`config.mk`:
```
export PLATFORM = sky130hd
export DESIGN_NAME = edge_grad_unit
export DESIGN_NICKNAME = d
export VERILOG_FILES = /design/src/rtl/egu_pkg.sv /design/src/rtl/egu_pos_track.sv /design/src/rtl/egu_row_pass.sv /design/src/rtl/egu_col_pass.sv /design/src/rtl/egu_mag_sel.sv /design/src/rtl/edge_grad_unit.sv
export SDC_FILE = /design/constraint.sdc
export NUM_CORES = 1
export LEC_CHECK = 0
export ABC_AREA = 1
export CAP_MARGIN = 20
export CORE_MARGIN = 1.5
export CORE_UTILIZATION = 60
export DETAILED_ROUTE_END_ITERATION = 7
export GPL_TIMING_DRIVEN = 0
export PLACE_DENSITY = 0.86
export SLEW_MARGIN = 20
export SYNTH_ARGS = -nofsm -noshare
export SYNTH_HDL_FRONTEND = slang
export SYNTH_SLANG_ARGS = --single-unit
```
`constraint.sdc`:
```
create_clock -name clk -period 3.65 [get_ports clk]
set_input_delay 0.5475 -clock clk [delete_from_list [all_inputs] [get_ports clk]]
set_output_delay 0.5475 -clock clk [all_outputs]
set_load 0.03 [all_outputs]
```
`src/rtl/egu_pkg.sv`:
```
package egu_pkg;
    // pixel width and the widths that grow from it through the two passes
    localparam int unsigned PIX_W   = 8;
    localparam int unsigned DIF_W   = PIX_W + 1;
    localparam int unsigned SUM_W   = PIX_W + 2;
    localparam int unsigned GRD_W   = PIX_W + 3;
    localparam int unsigned TAPS    = 3;
    localparam int unsigned REACH   = TAPS - 1;
    localparam int unsigned LATENCY = 4;

    typedef logic [PIX_W-1:0]        pix_t;
    typedef logic signed [DIF_W-1:0] dif_t;
    typedef logic [SUM_W-1:0]        sum_t;
    typedef logic signed [GRD_W-1:0] grd_t;

    // bookkeeping bits that ride with the data
    typedef struct packed {
        logic vld;
        logic blank;
    } tag_t;

    // along-line pass result for one tap
    typedef struct packed {
        dif_t dif;
        sum_t sum;
    } row_res_t;

    // across-line pass result
    typedef struct packed {
        grd_t gx;
        grd_t gy;
    } grd_pair_t;

    // two's-complement magnitude, then divide by four by dropping two bits
    function automatic pix_t mag_quarter(input grd_t g);
        logic [GRD_W-1:0] a;
        a = g[GRD_W-1] ? -g : g;
        return a[PIX_W+1:2];
    endfunction
endpackage

```
`src/rtl/egu_pos_track.sv`:
```
module egu_pos_track
    import egu_pkg::*;
#(
    parameter int unsigned LINE_W  = 640,
    parameter int unsigned FRAME_H = 480
) (
    input  logic clk,
    input  logic rst,
    input  logic adv,
    output logic blank
);
    localparam int unsigned CW = $clog2(LINE_W);
    localparam int unsigned RW = $clog2(FRAME_H);

    logic [CW-1:0] col_q;
    logic [RW-1:0] row_q;
    logic          col_end;
    logic          row_end;

    assign col_end = (col_q == CW'(LINE_W - 1));
    assign row_end = (row_q == RW'(FRAME_H - 1));

    always_ff @(posedge clk) begin
        if (rst) begin
            col_q <= '0;
            row_q <= '0;
        end else if (adv) begin
            if (col_end) begin
                col_q <= '0;
                row_q <= row_end ? '0 : row_q + 1'b1;
            end else begin
                col_q <= col_q + 1'b1;
            end
        end
    end

    // the window of this beat reaches outside the frame
    assign blank = (row_q < RW'(REACH)) || (col_q < CW'(REACH));

    // position only moves on valid beats
    assert_pos_hold_R8: assert property (@(posedge clk) disable iff (rst)
        !adv |=> ($stable(col_q) && $stable(row_q)));

    // the last column of a line is followed by column 0
    assert_col_wrap_R9: assert property (@(posedge clk) disable iff (rst)
        (adv && col_end) |=> (col_q == '0));

    // the last pixel of a frame is followed by row 0
    assert_row_wrap_R9: assert property (@(posedge clk) disable iff (rst)
        (adv && col_end && row_end) |=> (row_q == '0));
endmodule

```
`src/rtl/egu_row_pass.sv`:
```
module egu_row_pass
    import egu_pkg::*;
(
    input  logic     clk,
    input  logic     rst,
    input  logic     adv,
    input  pix_t     px,
    output row_res_t res_q
);
    pix_t d1_q;
    pix_t d2_q;

    // column history, advanced on valid beats only
    always_ff @(posedge clk) begin
        if (rst) begin
            d1_q <= '0;
            d2_q <= '0;
        end else if (adv) begin
            d1_q <= px;
            d2_q <= d1_q;
        end
    end

    always_ff @(posedge clk) begin
        if (rst) begin
            res_q <= '0;
        end else begin
            res_q.dif <= $signed({1'b0, px}) - $signed({1'b0, d2_q});
            res_q.sum <= SUM_W'(d2_q) + (SUM_W'(d1_q) << 1) + SUM_W'(px);
        end
    end

    assert_hist_hold_R8: assert property (@(posedge clk) disable iff (rst)
        !adv |=> ($stable(d1_q) && $stable(d2_q)));

    // a flat neighbourhood gives no difference and four times the pixel
    assert_flat_row_R3: assert property (@(posedge clk) disable iff (rst)
        (px == d1_q && px == d2_q) |=>
            (res_q.dif == '0 && res_q.sum == (SUM_W'($past(px)) << 2)));
endmodule

```
`src/rtl/egu_col_pass.sv`:
```
module egu_col_pass
    import egu_pkg::*;
(
    input  logic      clk,
    input  logic      rst,
    input  row_res_t  top,
    input  row_res_t  mid,
    input  row_res_t  bot,
    input  tag_t      tag_i,
    output grd_pair_t g_q,
    output tag_t      tag_q
);
    grd_t dt;
    grd_t dm;
    grd_t db;

    assign dt = GRD_W'($signed(top.dif));
    assign dm = GRD_W'($signed(mid.dif));
    assign db = GRD_W'($signed(bot.dif));

    always_ff @(posedge clk) begin
        if (rst) begin
            g_q   <= '0;
            tag_q <= '0;
        end else begin
            g_q.gx <= dt + (dm <<< 1) + db;
            g_q.gy <= $signed(GRD_W'(bot.sum)) - $signed(GRD_W'(top.sum));
            tag_q  <= tag_i;
        end
    end

    // equal outer line sums cancel across lines
    assert_gy_cancel_R4: assert property (@(posedge clk) disable iff (rst)
        (top.sum == bot.sum) |=> (g_q.gy == '0));

    // identical line differences add to four times one of them
    assert_gx_scale_R4: assert property (@(posedge clk) disable iff (rst)
        (top.dif == mid.dif && mid.dif == bot.dif) |=>
            (g_q.gx == (GRD_W'($signed($past(mid.dif))) <<< 2)));
endmodule

```
`src/rtl/egu_mag_sel.sv`:
```
module egu_mag_sel
    import egu_pkg::*;
(
    input  logic      clk,
    input  logic      rst,
    input  grd_pair_t g,
    input  tag_t      tag_i,
    output logic      out_vld,
    output pix_t      out_px
);
    pix_t ax_q;
    pix_t ay_q;
    tag_t tag_q;

    always_ff @(posedge clk) begin
        if (rst) begin
            ax_q  <= '0;
            ay_q  <= '0;
            tag_q <= '0;
        end else begin
            ax_q  <= mag_quarter(g.gx);
            ay_q  <= mag_quarter(g.gy);
            tag_q <= tag_i;
        end
    end

    always_ff @(posedge clk) begin
        if (rst) begin
            out_vld <= 1'b0;
            out_px  <= '0;
        end else begin
            out_vld <= tag_q.vld;
            out_px  <= tag_q.blank ? '0 : ((ax_q > ay_q) ? ax_q : ay_q);
        end
    end

    // opposite gradients give equal magnitudes
    assert_abs_sym_R5: assert property (@(posedge clk) disable iff (rst)
        (g.gx == -g.gy) |=> (ax_q == ay_q));

    // an unblanked result dominates both magnitudes and equals one of them
    assert_max_pick_R6: assert property (@(posedge clk) disable iff (rst)
        $past(tag_q.vld && !tag_q.blank) |->
            (out_px >= $past(ax_q) && out_px >= $past(ay_q) &&
             (out_px == $past(ax_q) || out_px == $past(ay_q))));
endmodule

```
`src/rtl/edge_grad_unit.sv`:
```
module edge_grad_unit
    import egu_pkg::*;
#(
    parameter int unsigned LINE_W  = 640,
    parameter int unsigned FRAME_H = 480
) (
    input  logic             clk,
    input  logic             rst,
    input  logic             in_valid,
    input  logic [PIX_W-1:0] tap_top,
    input  logic [PIX_W-1:0] tap_mid,
    input  logic [PIX_W-1:0] tap_bot,
    output logic             out_valid,
    output logic [PIX_W-1:0] out_grad
);
    pix_t      taps [TAPS];
    row_res_t  rows [TAPS];
    logic      blank;
    tag_t      tag_s1;
    tag_t      tag_s2;
    grd_pair_t grads;

    assign taps[0] = tap_top;
    assign taps[1] = tap_mid;
    assign taps[2] = tap_bot;

    for (genvar k = 0; k < TAPS; k++) begin : g_row
        egu_row_pass u_row (
            .clk   (clk),
            .rst   (rst),
            .adv   (in_valid),
            .px    (taps[k]),
            .res_q (rows[k])
        );
    end

    egu_pos_track #(
        .LINE_W  (LINE_W),
        .FRAME_H (FRAME_H)
    ) u_pos (
        .clk   (clk),
        .rst   (rst),
        .adv   (in_valid),
        .blank (blank)
    );

    always_ff @(posedge clk) begin
        if (rst) tag_s1 <= '0;
        else     tag_s1 <= '{vld: in_valid, blank: blank};
    end

    egu_col_pass u_col (
        .clk   (clk),
        .rst   (rst),
        .top   (rows[0]),
        .mid   (rows[1]),
        .bot   (rows[2]),
        .tag_i (tag_s1),
        .g_q   (grads),
        .tag_q (tag_s2)
    );

    egu_mag_sel u_mag (
        .clk     (clk),
        .rst     (rst),
        .g       (grads),
        .tag_i   (tag_s2),
        .out_vld (out_valid),
        .out_px  (out_grad)
    );

    // cycles since reset, saturating, so that $past never reaches before reset
    logic [2:0] age_q;
    always_ff @(posedge clk) begin
        if (rst)                         age_q <= '0;
        else if (age_q != 3'(LATENCY))   age_q <= age_q + 1'b1;
    end

    assert_valid_lat_R2: assert property (@(posedge clk) disable iff (rst)
        (age_q == 3'(LATENCY)) |-> (out_valid == $past(in_valid, LATENCY)));

    assert_blank_zero_R7: assert property (@(posedge clk) disable iff (rst)
        (age_q == 3'(LATENCY) && $past(in_valid && blank, LATENCY)) |->
            (out_grad == '0));

    assert_quiet_reset_R1: assert property (@(posedge clk)
        $past(rst) |-> (!out_valid && out_grad == '0));
endmodule

```
==> After elaboration in Yosys (flattened, before gate mapping) <==
Cells that the tools add are included.
{ "word_totals": {"ff_bits": 167, "latch_bits": 0, "mem_bits_rw": 0, "romBits": 0, "input_bits": 27, "word_cells": 52, "memories": 0} }
{ "op_classes": {"addsub": 14, "mul": 0, "n_div": 0, "n_lt_le_gt_ge": 3, "eq_ne": 2, "shift": 0, "n_mux": 5, "n_bitwise": 0, "reduce_logical": 3} }
{ "op_table": {"columns": ["op", "n"], "rows": [
  ["$mux W10", 3],
  ["$sub A8 B8 Y9", 3],
  ["$add A10 B8 Y10", 2],
  ["$add A8 B9 Y10", 2],
  ["$neg A10 Y10", 2],
  ["$add A11 B9 Y11", 1],
  ["$add A9 B10 Y11", 1],
  ["$sub A10 B10 Y11", 1],
  ["$add A10 B1 Y10 const B", 1],
  ["$eq A10 B10 Y1 const B", 1],
  ["$lt A10 B2 Y1 const B", 1],
  ["$add A9 B1 Y9 const B", 1],
  ["$eq A9 B9 Y1 const B", 1],
  ["$lt A9 B2 Y1 const B", 1],
  ["$mux W9", 1],
  ["$gt A8 B8 Y1", 1],
  ["$mux W8", 1],
  ["$reduce_and A2 Y1", 1],
  ["$reduce_or A2 Y1", 1],
  ["$logic_or A1 B1 Y1", 1]
]} }

==> Longest topological paths before layout <==
Gate-level depths: netlist of run 1.
{ "depth": {"ltp_word": 2, "depth_mapped": 14, "mapped_depth_nobuf": 13} }

==> By module <==
A second synthesis of run 1 with hierarchy kept.
{ "unflattened": {"cells_unflattened": 1349, "area_unflattened_um2": 10047.1} }
{ "modules_own_cells": {"columns": ["module", "n_inst", "cells_each", "area_per_inst_um2"], "rows": [
  ["egu_row_pass (g_row[1].u_row ...)", 2, 241, 1883.1],
  ["egu_row_pass (g_row[0].u_row)", 1, 240, 1866.8],
  ["egu_col_pass", 1, 248, 1764.2],
  ["egu_mag_sel", 1, 203, 1487.7],
  ["egu_pos_track", 1, 170, 1107.3],
  ["edge_grad_unit", 1, 6, 55.1]
]} }

==> Least setup slack after synthesis of run 1 <==
OpenSTA, ideal clock, no wires.
{ "synth_timing": {"path_kind": "input port to flip-flop", "from": "input port tap_top[1]", "to": "register g_row[0].u_row.res_q[7] (netlist bit)", "setup_time_ns": 0.064, "arrival_ns": 2.075, "t_required_ns": 3.586, "setup_slack_ns": 1.511, "cell_stages": 10, "path_buffers": 0, "cell_sequence": "fa_1 ha_1 fa_1 nand3_1 nand2_1 nand2_1 a21oi_1 nand2_1 nand2_1 nor2_1"} }
{ "synth_via": {"elab_chain_len": 1} }
{ "synth_lines": {"columns": ["element", "line_no", "text"], "rows": [
  ["from (decl)", "edge_grad_unit.sv:10", "input logic [PIX_W-1:0] tap_top,"],
  ["$add A10 B8 Y10", "egu_row_pass.sv:29", "res_q.sum <= SUM_W'(d2_q) + (SUM_W'(d1_q) << 1) + SUM_W'(px);"],
  ["to (decl)", "egu_row_pass.sv:8", "output row_res_t res_q"]
]} }
No other way between the ends.
A chain may end at the register's enable or synchronous reset.

==> Worst setup path after layout of run 1 <==
{ "layout_timing": {"from": "input port tap_bot[1]", "to": "register g_row[2].u_row.res_q[7] (netlist bit)"} }
{ "layout_via": {"elab_chain_len": 1} }
{ "layout_lines": {"columns": ["element", "line_no", "text"], "rows": [
  ["from (decl)", "edge_grad_unit.sv:12", "input logic [PIX_W-1:0] tap_bot,"],
  ["$add A10 B8 Y10", "egu_row_pass.sv:29", null],
  ["to (decl)", "egu_row_pass.sv:8", null]
]} }
No other way between the ends.

==> results of run 1 <==
## worst max-delay path, cell delays in order
cell and delay, ps:
clkdlybuf4s50_1 500, fa_1 520, ha_1 230, fa_1 410, nand3_1 120, nand2_1 100, nand2_1 120, a21oi_1 90
nand2_1 90, nand2_1 50, nor2_1 220
## cell usage in the layout, fill, tap and decap left out, types with 2 or more instances in the layout
cell,netlist,layout
clkbuf_16,0,17
dfxtp_1,164,164
buf_2,13,13
nor3b_1,2,2
nand3_2,2,2
nand4_1,9,9
o21ai_0,103,103
nand3_1,50,50
clkbuf_8,0,2
ha_1,72,72
clkdlybuf4s50_1,0,34
nor2_2,5,5
fa_1,30,30
nor4_1,2,2
inv_1,165,165
clkinvlp_4,0,2
nor2_1,165,165
xor2_1,6,6
o21ai_1,5,5
inv_2,2,2
o21bai_1,4,4
a21oi_1,124,124
nor3_1,5,5
bufinv_16,0,4
nand2_1,154,154
a21o_1,4,4
nand2_2,2,2
o21ai_2,2,2
a31oi_1,3,3
a21boi_0,2,2
clkinv_2,0,4
clkbuf_1,13,15
## sequential cells by signal (all words and copies together) (netlist names), 8 cells and up
register           count
g_row.u_row.d1_q      24
g_row.u_row.d2_q      24
g_row.u_row.res_q     45
u_col.g_q             21
u_mag.ax_q             8
u_mag.ay_q             8
u_mag.out_px           8
u_pos.col_q           10
u_pos.row_q            9
## layout make-up
| cell class | instances | area [µm²] |
|---|---|---|
| sequential | 164 | 3280 |
| timing repair buffer | 34 | 340 |
| multi-input combinational | 763 | 4580 |
| fill | 1089 | 4170 |
| inverter | 168 | 633 |
| clock inverter | 10 | 155 |
| buffer | 29 | 136 |
| clock buffer | 21 | 460 |
| tap | 180 | 225 |
## layer usage
layer  vias to the layer above  share of wire [%]
met1                      3558                 40
met4                         0                4.4
met5                         -                  0
met3                        66                6.3
met2                       333                 49
li1                       3747                  -
## power by group through the flow
stage               clock (mW)  sequential (mW)  combinational (mW)
floorplan                    0             2.26                1.29
global placement             0             2.23                1.68
detailed placement           0             2.24                1.76
CTS                       1.89             2.21                1.80
global route              1.96             2.25                2.08
finish                    1.88             2.21                1.83
## worst max-delay path by stage
stage / start / endpoint / cells past startpoint
after floorplan: tap_top[1] / g_row[0].u_row.res_q[7] / 10
after global placement: tap_bot[1] / g_row[2].u_row.res_q[7] / 11
after detailed placement: tap_bot[1] / g_row[2].u_row.res_q[7] / 11
after CTS: tap_bot[1] / g_row[2].u_row.res_q[7] / 11
after global routing: tap_bot[1] / g_row[2].u_row.res_q[9] / 10
final: tap_bot[1] / g_row[2].u_row.res_q[7] / 11
## metrics by stage
step	setup slack, ps	power [mW]	hold WS, ps	utilization, %
floorplan	1510	3.55	388	-
global placement	722	3.91	390	65.8
detailed placement	667	4.00	392	65.8
CTS	1020	5.90	401	70.2
global route	853	6.29	415	70.2
finish	946	5.92	401	70.2
## cell families (layout without fill, tap and decap cells)
| family | count (synthesis) | in the layout |
|---|---|---|
| and+or+nand+nor | 403 | 403 |
| AOI/OAI and AO/OA | 252 | 252 |
| buffers and inverters | 197 | 262 |
| DFF | 164 | 164 |
| adders and majority gates | 102 | 102 |
| xor gates and xnor gates | 6 | 6 |
==> out/summary.txt, run 1 <==
=================================================================================================================
Most used flip-flop cell after synthesis                                                                  dfxtp_1
# H-tree levels                                                                                                 4
Highest net fanout along the worst path                                                                         3
Inserted Diodes                                                                                                 0
Hold endpoint                                                                                        u_col.tag_q[1]
Post-route ant nets                                                                                             0
Initial detailed-routing violation count                                                                      687
Total internal power                                                                                      3.91 mW
Synthesized flop and latch total                                                                              164
Area share of the leading cell type in the synthesized netlist                                              38.0%
TritonCTS sink count                                                                                          164
Area of the die                                                                                         15100 µm²
Clock insertion delay at the later pin of the skew report                                                  430 ps
Fin crit share                                                                                              74.1%
Cell count after placement                                                                                   1338
Hold Path Class                                                                                           reg2reg
Layout cell share with drive strength beyond 1                                                              5.38%
Met1 GRT Util                                                                                               34.1%
Final Skew                                                                                                9.31 ps
Worst flop-to-flop path endpoint                                                                     u_col.g_q[18]
TritonCTS clock tree                                                                                         done
Final setup violation count                                                                                     0
Fraction of the mapped netlist area in simple logic gates                                                   19.9%
Sum of routed wire length over all layers                                                                21300 µm
Non-filler cells in the finished layout                                                                      1369
Register-to-Register Path Depth                                                                                10
Initial antenna violation count                                                                                 0
Arithmetic-cell share of the synthesized area counting full adders, half adders and majority gates          17.4%
Final Max Slew Viols                                                                                            0
Reported net switching power                                                                              2.01 mW
Number of cells on the worst hold path                                                                          2
Synth Cell Area                                                                                          8630 µm²
Number of ports placed on the die boundary                                                                     36
Transition time of the tightest slew-check pin                                                             863 ps
Category of the critical setup timing path                                                                 in2reg
Ratio of total power to cell area                                                                      603 nW/µm²
Drt drc                                                                                                         0
Overflow left after global routing                                                                              0
Setup bufs post-CTS                                                                                             0
Worst endpoint required time                                                                              3970 ps
Share of async-settable or async-resettable flops after synthesis                                              0%
Placer congestion estimate                                                                                  0.894
Syn_nets                                                                                                     1253
Port buffer count                                                                                              34
CTS Root Buffer Type                                                                                    clkbuf_16
Area added between synthesis and finish                                                                     13.7%
Fraction of the mapped netlist area in compound gates                                                       15.2%
Critical path launch point type                                                                         input pin
Comb pwr share                                                                                              30.9%
Wire per inst                                                                                             15.6 µm
Number of enable-type register cells in the synthesized netlist                                                 0
Proportion of total power due to net switching                                                              33.9%
Gate Count Post-Synth                                                                                        1124
Largest cells by area after synthesis                                                                dfxtp_1, ha_1, a21oi_1
Tot GR Track Use                                                                                            29.7%
Final HPWL from detailed placement                                                                       14800 µm
Result of the run                                                                                    finished, final reports clean
Slew headroom                                                                                               42.4%
Portion of the post-synthesis area used by sequential elements                                              38.0%
Hold bufs inserted after CTS                                                                                    0
Final TNS setup                                                                                              0 ps
Maximum operating frequency                                                                               370 MHz
Clk network pwr share                                                                                       31.7%
Critical path arrival                                                                                     3020 ps
Total leakage power                                                                                       4.65 nW
Layout net count                                                                                             1306
Library cell with the largest summed area after synthesis                                                 dfxtp_1
Global routing's busiest layer                                                                               met2
CTS clock-pin slew for the worst setup and hold paths                                                       60 ps
Fraction of synthesized area in multiplexers                                                                   0%
Worst reg2reg startpoint                                                                             g_row[0].u_row.res_q[11]
Floorplan row count                                                                                            43
Number of global-route vias before repair                                                                    7515
Hold Crit Start                                                                                         tag_s1[1]
Effective utilization at floorplan                                                                          61.7%
Count of cells resized by post-cts repair                                                                       0
Non-Filler Cell Area, Final                                                                              9820 µm²
Most frequent cells after synthesis                                                                  inv_1, nor2_1, dfxtp_1
XOR/XNOR share of the synthesized area                                                                     0.609%
Max clock buf depth                                                                                             2
Unrepaired setup endpoints after global routing                                                             false
Flop pwr share                                                                                              37.4%
Largest family of logic cells by synthesized area                                                    simple AND/OR/NAND/NOR gates
Final critical-path required period                                                                       2700 ps
Kind of capture point of the worst setup path                                                                flop
Fin. Hold Viols                                                                                                 0
Vertical die dimension                                                                                     123 µm
Average size of a mapped cell                                                                            7.68 µm²
First-pass GRT wire length                                                                               34600 µm
Via density per instance                                                                                     5.63
Met3 usage                                                                                                  5.40%
Synth warnings                                                                                                  0
Area after detailed placement                                                                            9200 µm²
R2R Setup Slk                                                                                             1150 ps
Highest ir drop seen on vdd                                                                                384 µV
Maximum number of pins on one net before global-route repair                                                   17
Global routing met2 resource utilization                                                                    52.5%
Die X                                                                                                      123 µm
Number of maximum-capacitance violations                                                                        0
TritonCTS Buffers                                                                                              17
Core region area                                                                                        14000 µm²
First drt pass iteration count                                                                                  5
Overall via count from detail_route                                                                          7704
Number of distinct library cells after synthesis                                                               42
=================================================================================================================
Note: power is estimated with default switching activity, not from simulation.
==> run 2, diff against run 1 <==
==> constraint.sdc (replaced) <==
create_clock -name clk -period 2.7 [get_ports clk]
set_input_delay 0.405 -clock clk [delete_from_list [all_inputs] [get_ports clk]]
set_output_delay 0.405 -clock clk [all_outputs]
set_load 0.03 [all_outputs]
==> results of run 2 <==
Same layout as run 1 (identical final DEF). Status: finished, final reports clean.
Among the figures that moved: setup slack after placement 667 ps -> -140 ps; setup slack after layout 946 ps -> 139 ps; hold slack 401 ps -> 304 ps; register-to-register setup slack 1150 ps -> 200 ps; end point of the worst hold path u_col.tag_q[1] -> u_pos.col_q[0]; total power 5.92 mW -> 8.00 mW; worst IR drop on VDD 384 µV -> 519 µV
